**src/rtl/fuse_ar_pkg.sv**
```systemverilog
package fuse_ar_pkg;

    // Register map and command field positions
    localparam int REG_AW       = 8;
    localparam int WORD_W       = 32;
    localparam int WADDR_W      = 10;
    localparam logic [REG_AW-1:0] OFS_STATUS = 8'h18;
    localparam logic [REG_AW-1:0] OFS_DOUT   = 8'h20;
    localparam logic [REG_AW-1:0] OFS_CMD    = 8'h24;
    localparam int CMD_EN_BIT   = 0;
    localparam int CMD_RD_BIT   = 1;
    localparam int CMD_ADDR_LSB = 16;
    localparam int STAT_DONE_BIT = 0;

    typedef enum logic [2:0] {
        SQ_IDLE,
        SQ_SETUP,
        SQ_STROBE,
        SQ_HOLD,
        SQ_FINISH
    } seq_state_e;

    typedef struct packed {
        logic csb;
        logic pd;
        logic load;
        logic pgenb;
        logic strb_sel;
        logic rsb;
        logic strobe;
    } macro_ctl_t;

    typedef struct packed {
        logic              fire;
        logic [WADDR_W-1:0] waddr;
        logic              allowed;
    } read_cmd_t;

    typedef struct packed {
        logic             valid;
        logic [WORD_W-1:0] data;
    } read_result_t;

    // Macro pin levels for each sequencer state
    function automatic macro_ctl_t ctl_for_state(input seq_state_e s);
        macro_ctl_t c;
        c = '{csb: 1'b1, pd: 1'b1, load: 1'b0, pgenb: 1'b0,
              strb_sel: 1'b0, rsb: 1'b0, strobe: 1'b0};
        if (s == SQ_SETUP || s == SQ_STROBE || s == SQ_HOLD) begin
            c.csb      = 1'b0;
            c.pd       = 1'b0;
            c.load     = 1'b1;
            c.pgenb    = 1'b1;
            c.strb_sel = 1'b1;
            c.rsb      = 1'b1;
            c.strobe   = (s == SQ_STROBE);
        end
        return c;
    endfunction

endpackage

```
**src/rtl/fuse_ar_gate.sv**
```systemverilog
module fuse_ar_gate
    import fuse_ar_pkg::*;
#(
    parameter int ARRAY_WORDS  = 32,
    parameter int SECURE_WORDS = 24
) (
    input  logic [WADDR_W-1:0] waddr,
    input  logic               sec_access,
    output logic               allowed
);
    localparam logic [WADDR_W-1:0] ARRAY_LIM  = WADDR_W'(ARRAY_WORDS);
    localparam logic [WADDR_W-1:0] SECURE_LIM = WADDR_W'(SECURE_WORDS);

    logic in_array;
    logic in_secure;

    always_comb begin
        in_array  = (waddr < ARRAY_LIM);
        in_secure = (waddr < SECURE_LIM);
        allowed   = in_array && (sec_access || !in_secure);
    end
endmodule

```
**src/rtl/fuse_ar_seq.sv**
```systemverilog
module fuse_ar_seq
    import fuse_ar_pkg::*;
#(
    parameter int SETUP_CYC  = 2,
    parameter int STROBE_CYC = 3,
    parameter int HOLD_CYC   = 1
) (
    input  logic               clk,
    input  logic               rst,
    input  read_cmd_t          cmd,
    input  logic [WORD_W-1:0]  fm_dout,
    output macro_ctl_t         ctl,
    output logic [WADDR_W-1:0] fm_addr,
    output logic               busy,
    output read_result_t       result
);
    localparam int MAX_AB = (SETUP_CYC > STROBE_CYC) ? SETUP_CYC : STROBE_CYC;
    localparam int MAX_C  = (MAX_AB > HOLD_CYC) ? MAX_AB : HOLD_CYC;
    localparam int CW     = (MAX_C < 2) ? 1 : $clog2(MAX_C);
    localparam logic [CW-1:0] SETUP_LD  = CW'(SETUP_CYC - 1);
    localparam logic [CW-1:0] STROBE_LD = CW'(STROBE_CYC - 1);
    localparam logic [CW-1:0] HOLD_LD   = CW'(HOLD_CYC - 1);

    seq_state_e         st_q;
    logic [CW-1:0]      cnt_q;
    logic [WADDR_W-1:0] addr_q;
    logic [WORD_W-1:0]  cap_q;
    logic               last;

    assign last = (cnt_q == '0);

    always_ff @(posedge clk) begin
        if (rst) begin
            st_q   <= SQ_IDLE;
            cnt_q  <= '0;
            addr_q <= '0;
            cap_q  <= '0;
        end else begin
            unique case (st_q)
                SQ_IDLE: begin
                    if (cmd.fire) begin
                        addr_q <= cmd.waddr;
                        cap_q  <= '0;
                        if (cmd.allowed) begin
                            st_q  <= SQ_SETUP;
                            cnt_q <= SETUP_LD;
                        end else begin
                            st_q  <= SQ_FINISH;
                        end
                    end
                end
                SQ_SETUP: begin
                    if (last) begin
                        st_q  <= SQ_STROBE;
                        cnt_q <= STROBE_LD;
                    end else begin
                        cnt_q <= cnt_q - CW'(1);
                    end
                end
                SQ_STROBE: begin
                    if (last) begin
                        cap_q <= fm_dout;
                        st_q  <= SQ_HOLD;
                        cnt_q <= HOLD_LD;
                    end else begin
                        cnt_q <= cnt_q - CW'(1);
                    end
                end
                SQ_HOLD: begin
                    if (last) st_q <= SQ_FINISH;
                    else      cnt_q <= cnt_q - CW'(1);
                end
                SQ_FINISH: st_q <= SQ_IDLE;
                default:   st_q <= SQ_IDLE;
            endcase
        end
    end

    always_comb begin
        ctl          = ctl_for_state(st_q);
        fm_addr      = addr_q;
        busy         = (st_q != SQ_IDLE);
        result.valid = (st_q == SQ_FINISH);
        result.data  = cap_q;
    end
endmodule

```
**src/rtl/fuse_ar_regs.sv**
```systemverilog
module fuse_ar_regs
    import fuse_ar_pkg::*;
(
    input  logic               clk,
    input  logic               rst,
    input  logic               req_valid,
    input  logic               req_write,
    input  logic [REG_AW-1:0]  req_addr,
    input  logic [WORD_W-1:0]  req_wdata,
    output logic [WORD_W-1:0]  rsp_rdata,
    input  logic               busy,
    input  read_result_t       result,
    output logic               cmd_fire,
    output logic [WADDR_W-1:0] cmd_waddr,
    output logic               flag,
    output logic [WORD_W-1:0]  dout
);
    logic wr_cmd;
    logic wr_stat;
    logic rd_req;
    logic clr;
    logic unused_wbits;

    assign unused_wbits = ^{req_wdata[WORD_W-1:CMD_ADDR_LSB+WADDR_W],
                            req_wdata[CMD_ADDR_LSB-1:CMD_RD_BIT+1]};

    always_comb begin
        wr_cmd    = req_valid && req_write && (req_addr == OFS_CMD);
        wr_stat   = req_valid && req_write && (req_addr == OFS_STATUS);
        rd_req    = req_valid && !req_write;
        clr       = wr_stat && req_wdata[STAT_DONE_BIT];
        cmd_fire  = wr_cmd && req_wdata[CMD_EN_BIT] && req_wdata[CMD_RD_BIT] && !busy;
        cmd_waddr = req_wdata[CMD_ADDR_LSB +: WADDR_W];
    end

    always_ff @(posedge clk) begin
        if (rst) begin
            flag <= 1'b0;
            dout <= '0;
        end else begin
            if (result.valid) begin
                flag <= 1'b1;
                dout <= result.data;
            end else if (clr) begin
                flag <= 1'b0;
            end
        end
    end

    always_comb begin
        rsp_rdata = '0;
        if (rd_req) begin
            unique case (req_addr)
                OFS_STATUS: rsp_rdata[STAT_DONE_BIT] = flag;
                OFS_DOUT:   rsp_rdata = dout;
                default:    rsp_rdata = '0;
            endcase
        end
    end
endmodule

```
**src/rtl/fuse_autoread_ctrl.sv**
```systemverilog
module fuse_autoread_ctrl
    import fuse_ar_pkg::*;
#(
    parameter int ARRAY_BYTES  = 128,
    parameter int SECURE_BYTES = 96,
    parameter int SETUP_CYC    = 2,
    parameter int STROBE_CYC   = 3,
    parameter int HOLD_CYC     = 1,
    parameter int TIMEOUT_CYC  = 400,
    parameter bit IRQ_EN       = 1'b1
) (
    input  logic               clk,
    input  logic               rst,
    input  logic               req_valid,
    input  logic               req_write,
    input  logic [REG_AW-1:0]  req_addr,
    input  logic [WORD_W-1:0]  req_wdata,
    output logic [WORD_W-1:0]  rsp_rdata,
    input  logic               sec_access,
    output logic               irq,
    output logic               fm_csb,
    output logic               fm_pd,
    output logic               fm_load,
    output logic               fm_pgenb,
    output logic               fm_strb_sel,
    output logic               fm_rsb,
    output logic               fm_strobe,
    output logic [WADDR_W-1:0] fm_addr,
    input  logic [WORD_W-1:0]  fm_dout
);
    localparam int WORD_BYTES   = WORD_W / 8;
    localparam int ARRAY_WORDS  = ARRAY_BYTES / WORD_BYTES;
    localparam int SECURE_WORDS = SECURE_BYTES / WORD_BYTES;

    read_cmd_t          cmd;
    read_result_t       res_w;
    macro_ctl_t         ctl;
    logic               busy;
    logic               flag_w;
    logic [WORD_W-1:0]  dout_w;
    logic               fire_w;
    logic [WADDR_W-1:0] waddr_w;
    logic               allowed_w;

    fuse_ar_regs u_regs (
        .clk       (clk),
        .rst       (rst),
        .req_valid (req_valid),
        .req_write (req_write),
        .req_addr  (req_addr),
        .req_wdata (req_wdata),
        .rsp_rdata (rsp_rdata),
        .busy      (busy),
        .result    (res_w),
        .cmd_fire  (fire_w),
        .cmd_waddr (waddr_w),
        .flag      (flag_w),
        .dout      (dout_w)
    );

    fuse_ar_gate #(
        .ARRAY_WORDS  (ARRAY_WORDS),
        .SECURE_WORDS (SECURE_WORDS)
    ) u_gate (
        .waddr      (waddr_w),
        .sec_access (sec_access),
        .allowed    (allowed_w)
    );

    assign cmd = '{fire: fire_w, waddr: waddr_w, allowed: allowed_w};

    fuse_ar_seq #(
        .SETUP_CYC  (SETUP_CYC),
        .STROBE_CYC (STROBE_CYC),
        .HOLD_CYC   (HOLD_CYC)
    ) u_seq (
        .clk     (clk),
        .rst     (rst),
        .cmd     (cmd),
        .fm_dout (fm_dout),
        .ctl     (ctl),
        .fm_addr (fm_addr),
        .busy    (busy),
        .result  (res_w)
    );

    assign fm_csb      = ctl.csb;
    assign fm_pd       = ctl.pd;
    assign fm_load     = ctl.load;
    assign fm_pgenb    = ctl.pgenb;
    assign fm_strb_sel = ctl.strb_sel;
    assign fm_rsb      = ctl.rsb;
    assign fm_strobe   = ctl.strobe;

    generate
        if (IRQ_EN) begin : g_irq
            assign irq = flag_w;
        end else begin : g_no_irq
            assign irq = 1'b0;
        end
    endgenerate
endmodule

```
**config.mk**
```make
export PLATFORM = sky130hd
export DESIGN_NAME = fuse_autoread_ctrl
export DESIGN_NICKNAME = d
export VERILOG_FILES = /design/src/rtl/fuse_ar_pkg.sv /design/src/rtl/fuse_ar_gate.sv /design/src/rtl/fuse_ar_seq.sv /design/src/rtl/fuse_ar_regs.sv /design/src/rtl/fuse_autoread_ctrl.sv
export SDC_FILE = /design/constraint.sdc
export NUM_CORES = 1
export LEC_CHECK = 0
export ABC_CLOCK_PERIOD_IN_PS = 3850
export BUFFER_PORTS_ARGS = -buffer_cell sky130_fd_sc_hd__buf_2
export CAP_MARGIN = 20
export CORE_AREA = 5 5 87 89
export CTS_BUF_LIST = sky130_fd_sc_hd__clkbuf_4 sky130_fd_sc_hd__clkbuf_8
export CTS_CLUSTER_DIAMETER = 60
export DETAILED_ROUTE_END_ITERATION = 8
export DIE_AREA = 0 0 92 94
export PLACE_DENSITY = 0.85
export SLEW_MARGIN = 25
export SYNTH_ARGS = -nofsm -noshare
export SYNTH_HDL_FRONTEND = slang
export SYNTH_SLANG_ARGS = --single-unit
```
**constraint.sdc**
```tcl
create_clock -name clk -period 3.85 [get_ports clk]
set_input_delay 0.77 -clock clk [delete_from_list [all_inputs] [get_ports clk]]
set_output_delay 0.77 -clock clk [all_outputs]
set_load 0.02 [all_outputs]
```
# --- After elaboration in Yosys (flattened, before gate mapping) ---
# Cells that the tools add are included.
totals:
  n_memories: 0
  regBits: 80
  word_cells: 68
  romBits: 0
  ram_bits: 0
  input_bits: 77
  latchBits: 0
  out_inout_bits: 50
op_classes:
  bitwise: 0
  reduce_logical: 25
  n_div: 0
  shifts: 0
  magnitude_cmp: 2
  multipliers: 0
  add_sub_neg: 1
  n_eq_ne: 13
  muxes: 21
ops:
  columns: ["operator", "count"]
  rows:
  - ["$mux 32", 3]
  - ["$pmux 32 s2", 1]
  - ["$mux 31", 1]
  - ["$eq 8x6->1 const B", 2]
  - ["$mux 3", 5]
  - ["$pmux 3 s4", 1]
  - ["$lt 10x5->1 const B", 1]
  - ["$lt 10x6->1 const B", 1]
  - ["$mux 2", 5]
  - ["$logic_and 1x1->1", 9]
  - ["$eq 8x5->1 const B", 1]
  - ["$pmux 2 s4", 1]
  - ["$reduce_and 4->1", 2]
  - ["$mux 7", 1]
  - ["$eq 3x2->1 const B", 2]
  - ["$ne 2x1->1 const B", 3]
  - ["$ne 2x2->1 const B", 3]
  - ["$reduce_bool 2->1", 2]
  - ["$reduce_bool 4->1", 1]
  - ["$eq 3x1->1 const B", 1]
  - ["$eq 3x3->1 const B", 1]
  - ["$logic_not 1->1", 3]
  - ["$logic_not 3->1", 1]
  - ["$logic_or 1x1->1", 3]
  - ["7 further kinds", 8]

# --- Longest topological paths before layout ---
# Gate-level depths: netlist of the first run.
depth:
  ltp_word: 7
  mapped_depth: 7

# --- Cells and area by module ---
# Synthesis of the first run repeated with hierarchy kept, for this count alone.
hier_totals:
  hier_cells: 405
  hier_area_um2: 3540.9
by_module_without_submodules:
  columns: ["module", "area_each_um2", "seq_area_each_um2", "n_inst", "cells_per_inst"]
  rows:
  - ["fuse_ar_seq", 1935.6, 940.9, 1, 237]
  - ["fuse_ar_regs", 1582.8, 660.6, 1, 165]
  - ["fuse_ar_gate", 22.5, 0.0, 1, 3]

# --- Worst setup path before layout of the first run ---
# Ideal clock, no wire load.
synth_timing:
  path_kind: "input to output"
  start: "input port req_addr[1]"
  end: "output port rsp_rdata[10]"
  t_arrival_ps: 1816
  t_required_ps: 3080
  path_slack_ps: 1264
  cell_stages: 5
  path_buffers: 1
  cell_sequence: "nor3_1 > nand3_1 > nor2_1 > clkbuf_1 > and2_1"
synth_via:
  elab_chain_len: 3
synth_lines:
  columns: ["element", "line", "source"]
  rows:
  - ["start, declared", "fuse_autoread_ctrl.sv:16", "input logic [REG_AW-1:0] req_addr,"]
  - ["$eq 8x6->1", "fuse_ar_regs.sv:53", "unique case (req_addr)"]
  - ["$mux 31", "fuse_ar_regs.sv:53", null]
  - ["$mux 32", "fuse_ar_regs.sv:52", "if (rd_req) begin"]
  - ["end, declared", "fuse_autoread_ctrl.sv:18", "output logic [WORD_W-1:0] rsp_rdata,"]
# No other way between the ends.

# --- Worst setup path in the final report of the first run ---
layout_timing:
  start: "input port req_addr[1]"
  end: "output port rsp_rdata[25]"
# The elaborated chain is that of the path after synthesis.

==> results of run 1 <==
[cells by family after synthesis]
| group | Yosys count |
|---|---|
| AOI/OAI and AO/OA | 130 |
| xor gates and xnor gates | 2 |
| adders and majority gates | 3 |
| buffers and inverters | 45 |
| DFF | 80 |
| muxes | 3 |
| and+or+nand+nor | 172 |
[area by class of cell]
class / instances / area share
sequential: 80 / 0.380
tap: 80 / 0.0237
timing repair buffer: 112 / 0.137
multi-input combinational: 310 / 0.414
clock inverter: 6 / 0.0104
inverter: 5 / 0.00445
clock buffer: 10 / 0.0312
[critical path, cell delays in order]
cell and delay [ps]:
buf_2 100, nor3_1 370, nand3_1 150, nor2_2 90, buf_4 270, and2_1 180
buf_2 170
[power breakdown]
part	switching, W	total (W)	leakage [nW]	internal, W
registers	0.0000000317	0.000827	0.644	0.000827
clock network	0.000308	0.000550	0.0783	0.000242
logic	0.0000336	0.0000592	0.845	0.0000255
total	0.000341	0.00144	1.57	0.00109
[flip-flops by register name, summed over array words and instances (netlist names)]
name / cells
u_seq.cap_q: 32
u_regs.dout: 32
u_seq.st_q: 3
u_seq.cnt_q: 2
u_seq.fm_addr: 10
u_regs.flag: 1
[synthesized netlist by cell type, types with 2 or more instances]
master    count
nor2_1        6
clkbuf_1     20
o22ai_1       2
nand3_1      12
nor3_1        5
o21ai_0      12
dfxtp_1      80
buf_4         4
nand2_1     103
inv_1         5
nand4_1       2
nand2b_1      2
a311oi_1     32
mux2i_1       2
a21oi_1      78
buf_2        16
ha_1          3
and2_1       32
[final timing paths]
path / to / slack (ps) / cells after the start
setup / recovery: rsp_rdata[25] / 960 / 7
hold / removal: u_regs.dout[16] / 450 / 2
hold reg to reg: u_regs.dout[16] / 450 / 2
setup reg to reg: u_seq.cap_q[18] / 1770 / 5
[routing by layer]
metal,part of all wire,routed length (um),global-route usage
met1,0.41,3640,0.250
met2,0.49,4340,0.352
met3,0.075,658,0.0561
met4,0.017,153,0.0569
met5,0.0015,13,0
[stage by stage]
step / total power [W] / utilization / hold WS [ps] / cell area, um2 / setup slack [ps]
after global routing: 0.00150 / 0.631 / 469 / 4220 / 834
after floorplan: 0.000865 / - / 432 / 3530 / 1260
after CTS: 0.00145 / 0.631 / 452 / 4220 / 936
after global placement: 0.000903 / 0.604 / 437 / 4040 / 958
after detailed placement: 0.000904 / 0.605 / 443 / 4040 / 954
final: 0.00144 / 0.631 / 453 / 4220 / 959
==> run summary, run 1 <==
CTS tree = built
Fin cells = 603
Number of H-tree levels = 3
TritonCTS Buffers = 9
Worst skew pair latency = 350 ps
Synth Area in Compound Gates = 0.230
Initial core utilization = 0.529
RSZ-0062 raised after global routing = false
Syn Inst Count = 435
Post-Syn Nets = 515
Worst EP required = 3080 ps
Resize count post-CTS = 0
HPWL after detailed placement = 5810 um
Initial antenna violation count = 1
ANT cells = 0
Top cells by area, synth = dfxtp_1, a21oi_1, nand2_1
Die Y-Extent = 94 um
Post-Synth Adder-Cell Area = 0.0106
Setup violators final = 0
FMAX = 0.346 GHz
CP Capture Type = output port
Worst flop-to-flop path startpoint = u_seq.st_q[1]
Asr flop ratio synth = 0
Layout Nets = 598
Yosys top cell by area = dfxtp_1
First-pass DRT Iterations = 4
Fin crit share = 0.751
GPL Wtd Cong = 0.787
GRT Overall Usage = 0.204
Most frequent cells in the layout = buf_2, nand2_1, dfxtp_1
Largest net degree at the start of global routing = 65
WL per Instance = 14.6 um
GRT Residual Overflow = 0
Final hold violations = 0
Source of the worst hold timing path = u_seq.cap_q[16]
Ys Warns = 0
Peak VDD IR = 317 uV
Total core area = 0.00668 mm2
Fin Setup TNS = 0 ps
Leak pwr = 1.57 nW
Status = finished clean
Synthesized area per cell = 8.12 um2
XOR/XNOR share of the synthesized area = 0.00496
Register area = 0.00160 mm2
Largest family of logic cells by synthesized area = simple AND/OR/NAND/NOR gates
Max-slew headroom = 0.313
Root buf cell = clkbuf_8
Site Rows = 30
Iter 0 DRT Violations = 287
Proportion of layout cells with a drive suffix above 1 = 0.270
Maximum fanout along the worst path = 31
Post-CTS Setup Inserts = 0
Seq/Total Area, Yosys = 0.453
CP Class = input port to output port
Arr. time, crit path = 2120 ps
Min cycle time layout = 2890 ps
Clk buf depth = 2
Via Count = 3400
Slew @ Worst Pin = 1030 ps
Max Cap Viol = 0
Die area = 0.00865 mm2
Final WL = 8810 um
Layout Skew = 12.1 ps
DR DRC count = 0
CTS clk-pin slew, worst paths = 90 ps
Area growth syn-to-layout = 19.3%
Synth Flop Type = dfxtp_1
Post-placement cell count = 587
Post-synth top area share = 0.453
First-pass GRT wire length = 14500 um
Fin. max-slew vios = 0
Area of the multi-input gates = 0.00174 mm2
Vias in the first global route = 3203
Commonest non-fill, non-tap cell in the layout = buf_2
Mapped cell area = 0.00353 mm2
Pwr Density = 341 mW/mm2
PortBufs = 106
Via/cell ratio = 5.64
Post-synth cell types = 37
FF+latch count, synth = 80
Startpoint types = input port
EDFF count, synth = 0
Sink Count = 80
Mux contribution to synthesized area = 0.00992
IO Pins = 127
Die width = 92 um
Path type of the worst min-delay path = flip-flop to flip-flop
Routed Antenna Nets = 0
Setup crit start = req_addr[1]
# hold bufs at CTS = 0
Fill cell count = 605
Synth Area in Simple Gates = 0.234
Note: power is estimated with default switching activity, not from simulation.
==> run 2: changes to the inputs <==
ABC_CLOCK_PERIOD_IN_PS = 2600   (was 3850)
CORE_AREA = 5 5 94 96   (was 5 5 87 89)
DIE_AREA = 0 0 99 101   (was 0 0 92 94)
PLACE_DENSITY = 0.77   (was 0.85)
clock period = 2.6 ns   (was 3.85 ns; I/O delays follow)
==> run 2 against run 1 <==
Setup slack lost 720 ps. Core utilization shrank 8.4 points. Worst hold slack lost 36 ps. Highest routed layer unchanged.
==> run summary, run 2 (synthesized netlist as in run 1, its figures left out) <==
Status = finished clean
Fin crit share = 0.908
Logic pwr share = 0.038
IO Pins = 127
Most used cell, CP = buf_2
Total core area = 0.00797 mm2
Startpoint types = input port
Routed Antenna Nets = 0
HPWL after detailed placement = 5980 um
First-pass GRT wire length = 14700 um
Most frequent cells in the layout = buf_2, nand2_1, dfxtp_1
Via/cell ratio = 5.28
# hold bufs at CTS = 0
CTS clk-pin slew, worst paths = 80 ps
First-pass DRT Iterations = 4
ANT cells = 0
Worst skew pair latency = 360 ps
Pwr Density = 544 mW/mm2
Worst EP required = 2080 ps
Clk buf depth = 2
Iter 0 DRT Violations = 137
RSZ-0062 raised after global routing = false
DR DRC count = 0
Fin. max-slew vios = 0
Min cycle time layout = 2360 ps
Die width = 99 um
Largest net degree at the start of global routing = 65
Cell Int Power = 0.00182 W
WL per Instance = 14.2 um
Die area = 0.0100 mm2
CP Cell Sequence = buf_2 -> nor4_4 -> nand3_1 -> nor2_2 -> buf_4 -> and2_1 -> buf_2
Layout Nets = 604
GRT Overall Usage = 0.178
Root buf cell = clkbuf_8
Leak pwr = 1.64 nW
Sink Count = 80
Number of H-tree levels = 3
Worst path slowest cell = nor4_4
Slew @ Worst Pin = 587 ps
Area growth syn-to-layout = 23.3%
Final hold violations = 0
PortBufs = 106
Setup violators final = 0
Path type of the worst min-delay path = input port to flip-flop
Worst slack, placed = 232 ps
Switching portion of total power = 0.231
Via Count = 3346
Initial antenna violation count = 1
Clock power frac = 0.446
Die Y-Extent = 101 um
FMAX = 0.423 GHz
Switching power = 0.000548 W
Fin Setup TNS = 0 ps
Max-slew headroom = 0.606
Site Rows = 33
Vias in the first global route = 3235
GRT Residual Overflow = 0
Arr. time, crit path = 1840 ps
Resize count post-CTS = 0
Fill cell count = 762
CP Class = input port to output port
Commonest non-fill, non-tap cell in the layout = buf_2
Peak VDD IR = 365 uV
Layout Skew = 13.6 ps
Sequential power share = 0.516
GPL Wtd Cong = 0.834
Max stage delay on crit path = 330 ps
Post-route setup slack = 238 ps
Initial core utilization = 0.443
Max Cap Viol = 0
Final WL = 9010 um
CP Capture Type = output port
Proportion of layout cells with a drive suffix above 1 = 0.276
CTS tree = built
Maximum fanout along the worst path = 22
TritonCTS Buffers = 9
Post-CTS Setup Inserts = 0
## run 2: cell types whose count changed in the layout (fill, tap and decap cells not counted), sizes merged
cell | before | now
bufinv | 0 | 2
inv | 6 | 9
clkinvlp | 4 | 0
clkbuf | 10 | 9
buf | 112 | 118
## run 2: layout make-up
class / instances / area (um2) / share of cell area
clock inverter: 7 / 106 / 0.0244
clock buffer: 9 / 124 / 0.0284
sequential: 80 / 1600 / 0.368
tap: 105 / 131 / 0.0302
multi-input combinational: 310 / 1740 / 0.400
inverter: 5 / 18.8 / 0.00431
timing repair buffer: 118 / 633 / 0.145
## run 2: worst paths after layout
check	startpoint	end	slack (ps)	cells after the start
max	req_addr[3]	rsp_rdata[14]	240	7
min	req_wdata[17]	u_seq.fm_addr[1]	420	3
max reg2reg	u_seq.cnt_q[0]	u_seq.cap_q[17]	790	7
min reg2reg	u_regs.dout[16]	u_regs.dout[16]	450	2
## run 2: through the flow
step	total power, W	std cells	util	instance area (um2)	hold slack, ps
final	0.00237	634	0.547	4360	417
after global routing	0.00245	634	0.547	4360	417
after CTS	0.00239	634	0.547	4360	406
after detailed placement	0.00134	618	0.518	4130	443
after global placement	0.00134	618	0.518	4130	437
after floorplan	0.00128	435	-	3530	432
## run 2: critical path, delay by kind of cell
kind	cells	cell delay, ps
simple gates	4	780
buf+inv	3	520
## run 2: layer usage
layer / track usage / share of wire / wire length (um) / up-vias
met4: 0.0672 / 0.013 / 114 / 2
li1: - / - / - / 1696
met1: 0.215 / 0.43 / 3920 / 1545
met5: 0 / 0.0012 / 11 / -
met3: 0.0381 / 0.060 / 541 / 15
met2: 0.311 / 0.49 / 4430 / 88
## run 2: power by group through the flow
stage                     combinational [W]  clock, W  sequential (W)
after floorplan                   0.0000274         0         0.00125
after global placement            0.0000874         0         0.00125
after detailed placement          0.0000891         0         0.00125
after CTS                         0.0000894   0.00107         0.00122
after global routing              0.0000980   0.00113         0.00122
final                             0.0000896   0.00106         0.00122
==> run 3: changes to the inputs <==
GPL_TIMING_DRIVEN = 0   (was default)
==> run 3 against run 2 <==
Cell count up 4.6%. Fmax shrank 4.6%. Final area grew 1.1%. Largest power group unchanged. Clock skew is 3.9 ps lower. Critical endpoint is now fm_strobe. Non-clock buffer count grew 28. Worst hold slack better by 6.8 ps.
==> run summary, run 3 (synthesized netlist as in run 1, its figures left out) <==
Final WL = 9920 um
Clk buf depth = 2
First-pass DRT Iterations = 5
CP Capture Type = output port
Worst EP required = 2080 ps
Path type of the worst min-delay path = input port to flip-flop
CTS tree = built
CTS clk-pin slew, worst paths = 80 ps
Peak VDD IR = 281 uV
Fill cell count = 745
IO Pins = 127
Pwr Density = 499 mW/mm2
Initial antenna violation count = 1
Worst skew pair latency = 360 ps
GR met2 Demand/Resource = 0.324
Slew @ Worst Pin = 620 ps
Post-placement cell count = 646
RSZ-0062 raised after global routing = false
Routed Antenna Nets = 0
Die width = 99 um
Setup violators final = 0
Fin cells = 663
Largest net degree at the start of global routing = 16
Most frequent cells in the layout = buf_2, nand2_1, dfxtp_1
Max-slew headroom = 0.584
M3 GR Usage = 0.0429
TritonCTS Buffers = 9
Register area = 0.00160 mm2
Cell area after layout = 0.00441 mm2
Area growth syn-to-layout = 24.7%
Grt peak-use layer = met2
First-pass GRT wire length = 16000 um
FMAX = 0.404 GHz
Commonest non-fill, non-tap cell in the layout = buf_2
Proportion of layout cells with a drive suffix above 1 = 0.280
PortBufs = 106
DR DRC count = 0
Layout Skew = 9.74 ps
CP Cell Sequence = buf_2 -> nor2_1 -> clkbuf_2 -> and2_1 -> buf_2
Die Y-Extent = 101 um
Via/cell ratio = 5.35
Post-CTS Setup Inserts = 0
Total core area = 0.00797 mm2
Area of the multi-input gates = 0.00174 mm2
Startpoint types = flip-flop
Die area = 0.0100 mm2
Leak pwr = 1.69 nW
Fin crit share = 0.952
Initial core utilization = 0.443
Layout Nets = 632
Status = finished clean
Max Cap Viol = 0
GPL Wtd Cong = 0.854
Fin Setup TNS = 0 ps
Worst path slowest cell = nor2_1
Maximum fanout along the worst path = 10
Most used cell, CP = buf_2
Worst hold slack = 424 ps
Root buf cell = clkbuf_8
Fin. max-slew vios = 0
Via Count = 3544
GRT Residual Overflow = 0
Arr. time, crit path = 1950 ps
HPWL after detailed placement = 7300 um
Placed cell area = 0.00420 mm2
CP Class = flip-flop to output port
GRT Overall Usage = 0.196
Number of H-tree levels = 3
WL per Instance = 15.0 um
Min cycle time layout = 2470 ps
Vias in the first global route = 3435
Final hold violations = 0
Sink Count = 80
Site Rows = 33
Max stage delay on crit path = 390 ps
Iter 0 DRT Violations = 172
GR met1 Demand/Resource = 0.246
run 3: cell types whose count changed in the layout (fill, tap and decap cells not counted), moves of 2 or more:
cell        delta
clkbuf_1      +16
inv_6          -2
nor2_2         -2
clkbuf_2       +3
buf_2         +16
buf_4          -7
bufinv_16      -2
clkinvlp_4     +3
run 3: timing repair:
item                                    CTS  global route
resized for setup                         3             8
hold buffers                              0             0
endpoints found under the setup margin   31            30
run 3: worst paths after layout:
path	start	to	slack [ps]	cells after the start
setup / recovery	u_seq.st_q[2]	fm_strobe	130	5
hold / removal	req_wdata[19]	u_seq.fm_addr[3]	420	3
setup reg to reg	u_seq.cnt_q[0]	u_seq.cap_q[26]	630	7
hold reg to reg	u_regs.dout[9]	u_regs.dout[9]	450	2
run 3: where the power goes:
part / internal, W / switching, W
Sequential: 0.00122 / 0.0000000294
Combinational: 0.0000398 / 0.0000573
Clock: 0.000384 / 0.000492
Total: 0.00165 / 0.000550
run 3: final cells by class:
cell class,count,area share
clock inverter,6,0.0116
tap,105,0.0298
inverter,5,0.00426
antenna,1,0.000568
clock buffer,10,0.0312
timing repair buffer,106,0.120
multi-input combinational,310,0.395
sequential,80,0.363
buffer,40,0.0437
run 3: metrics by stage:
stage | total power, W | worst slack, ps | util
after global routing | 0.00227 | 25.9 | 0.553
after global placement | 0.00135 | -143 | 0.526
after CTS | 0.00222 | 23.7 | 0.551
final | 0.00220 | 125 | 0.553
after detailed placement | 0.00135 | -186 | 0.526
after floorplan | 0.00128 | 514 | -
run 3: critical path, delay by kind of cell, from the launching register on:
kind	cells	cell delay (ps)
buf+inv	3	690
flops	1	360
simple gates	2	550
run 3: metal layers:
metal / share of wire / vias up
met5: 0 / -
met1: 0.43 / 1649
met4: 0.026 / 0
li1: - / 1758
met2: 0.48 / 118
met3: 0.068 / 19
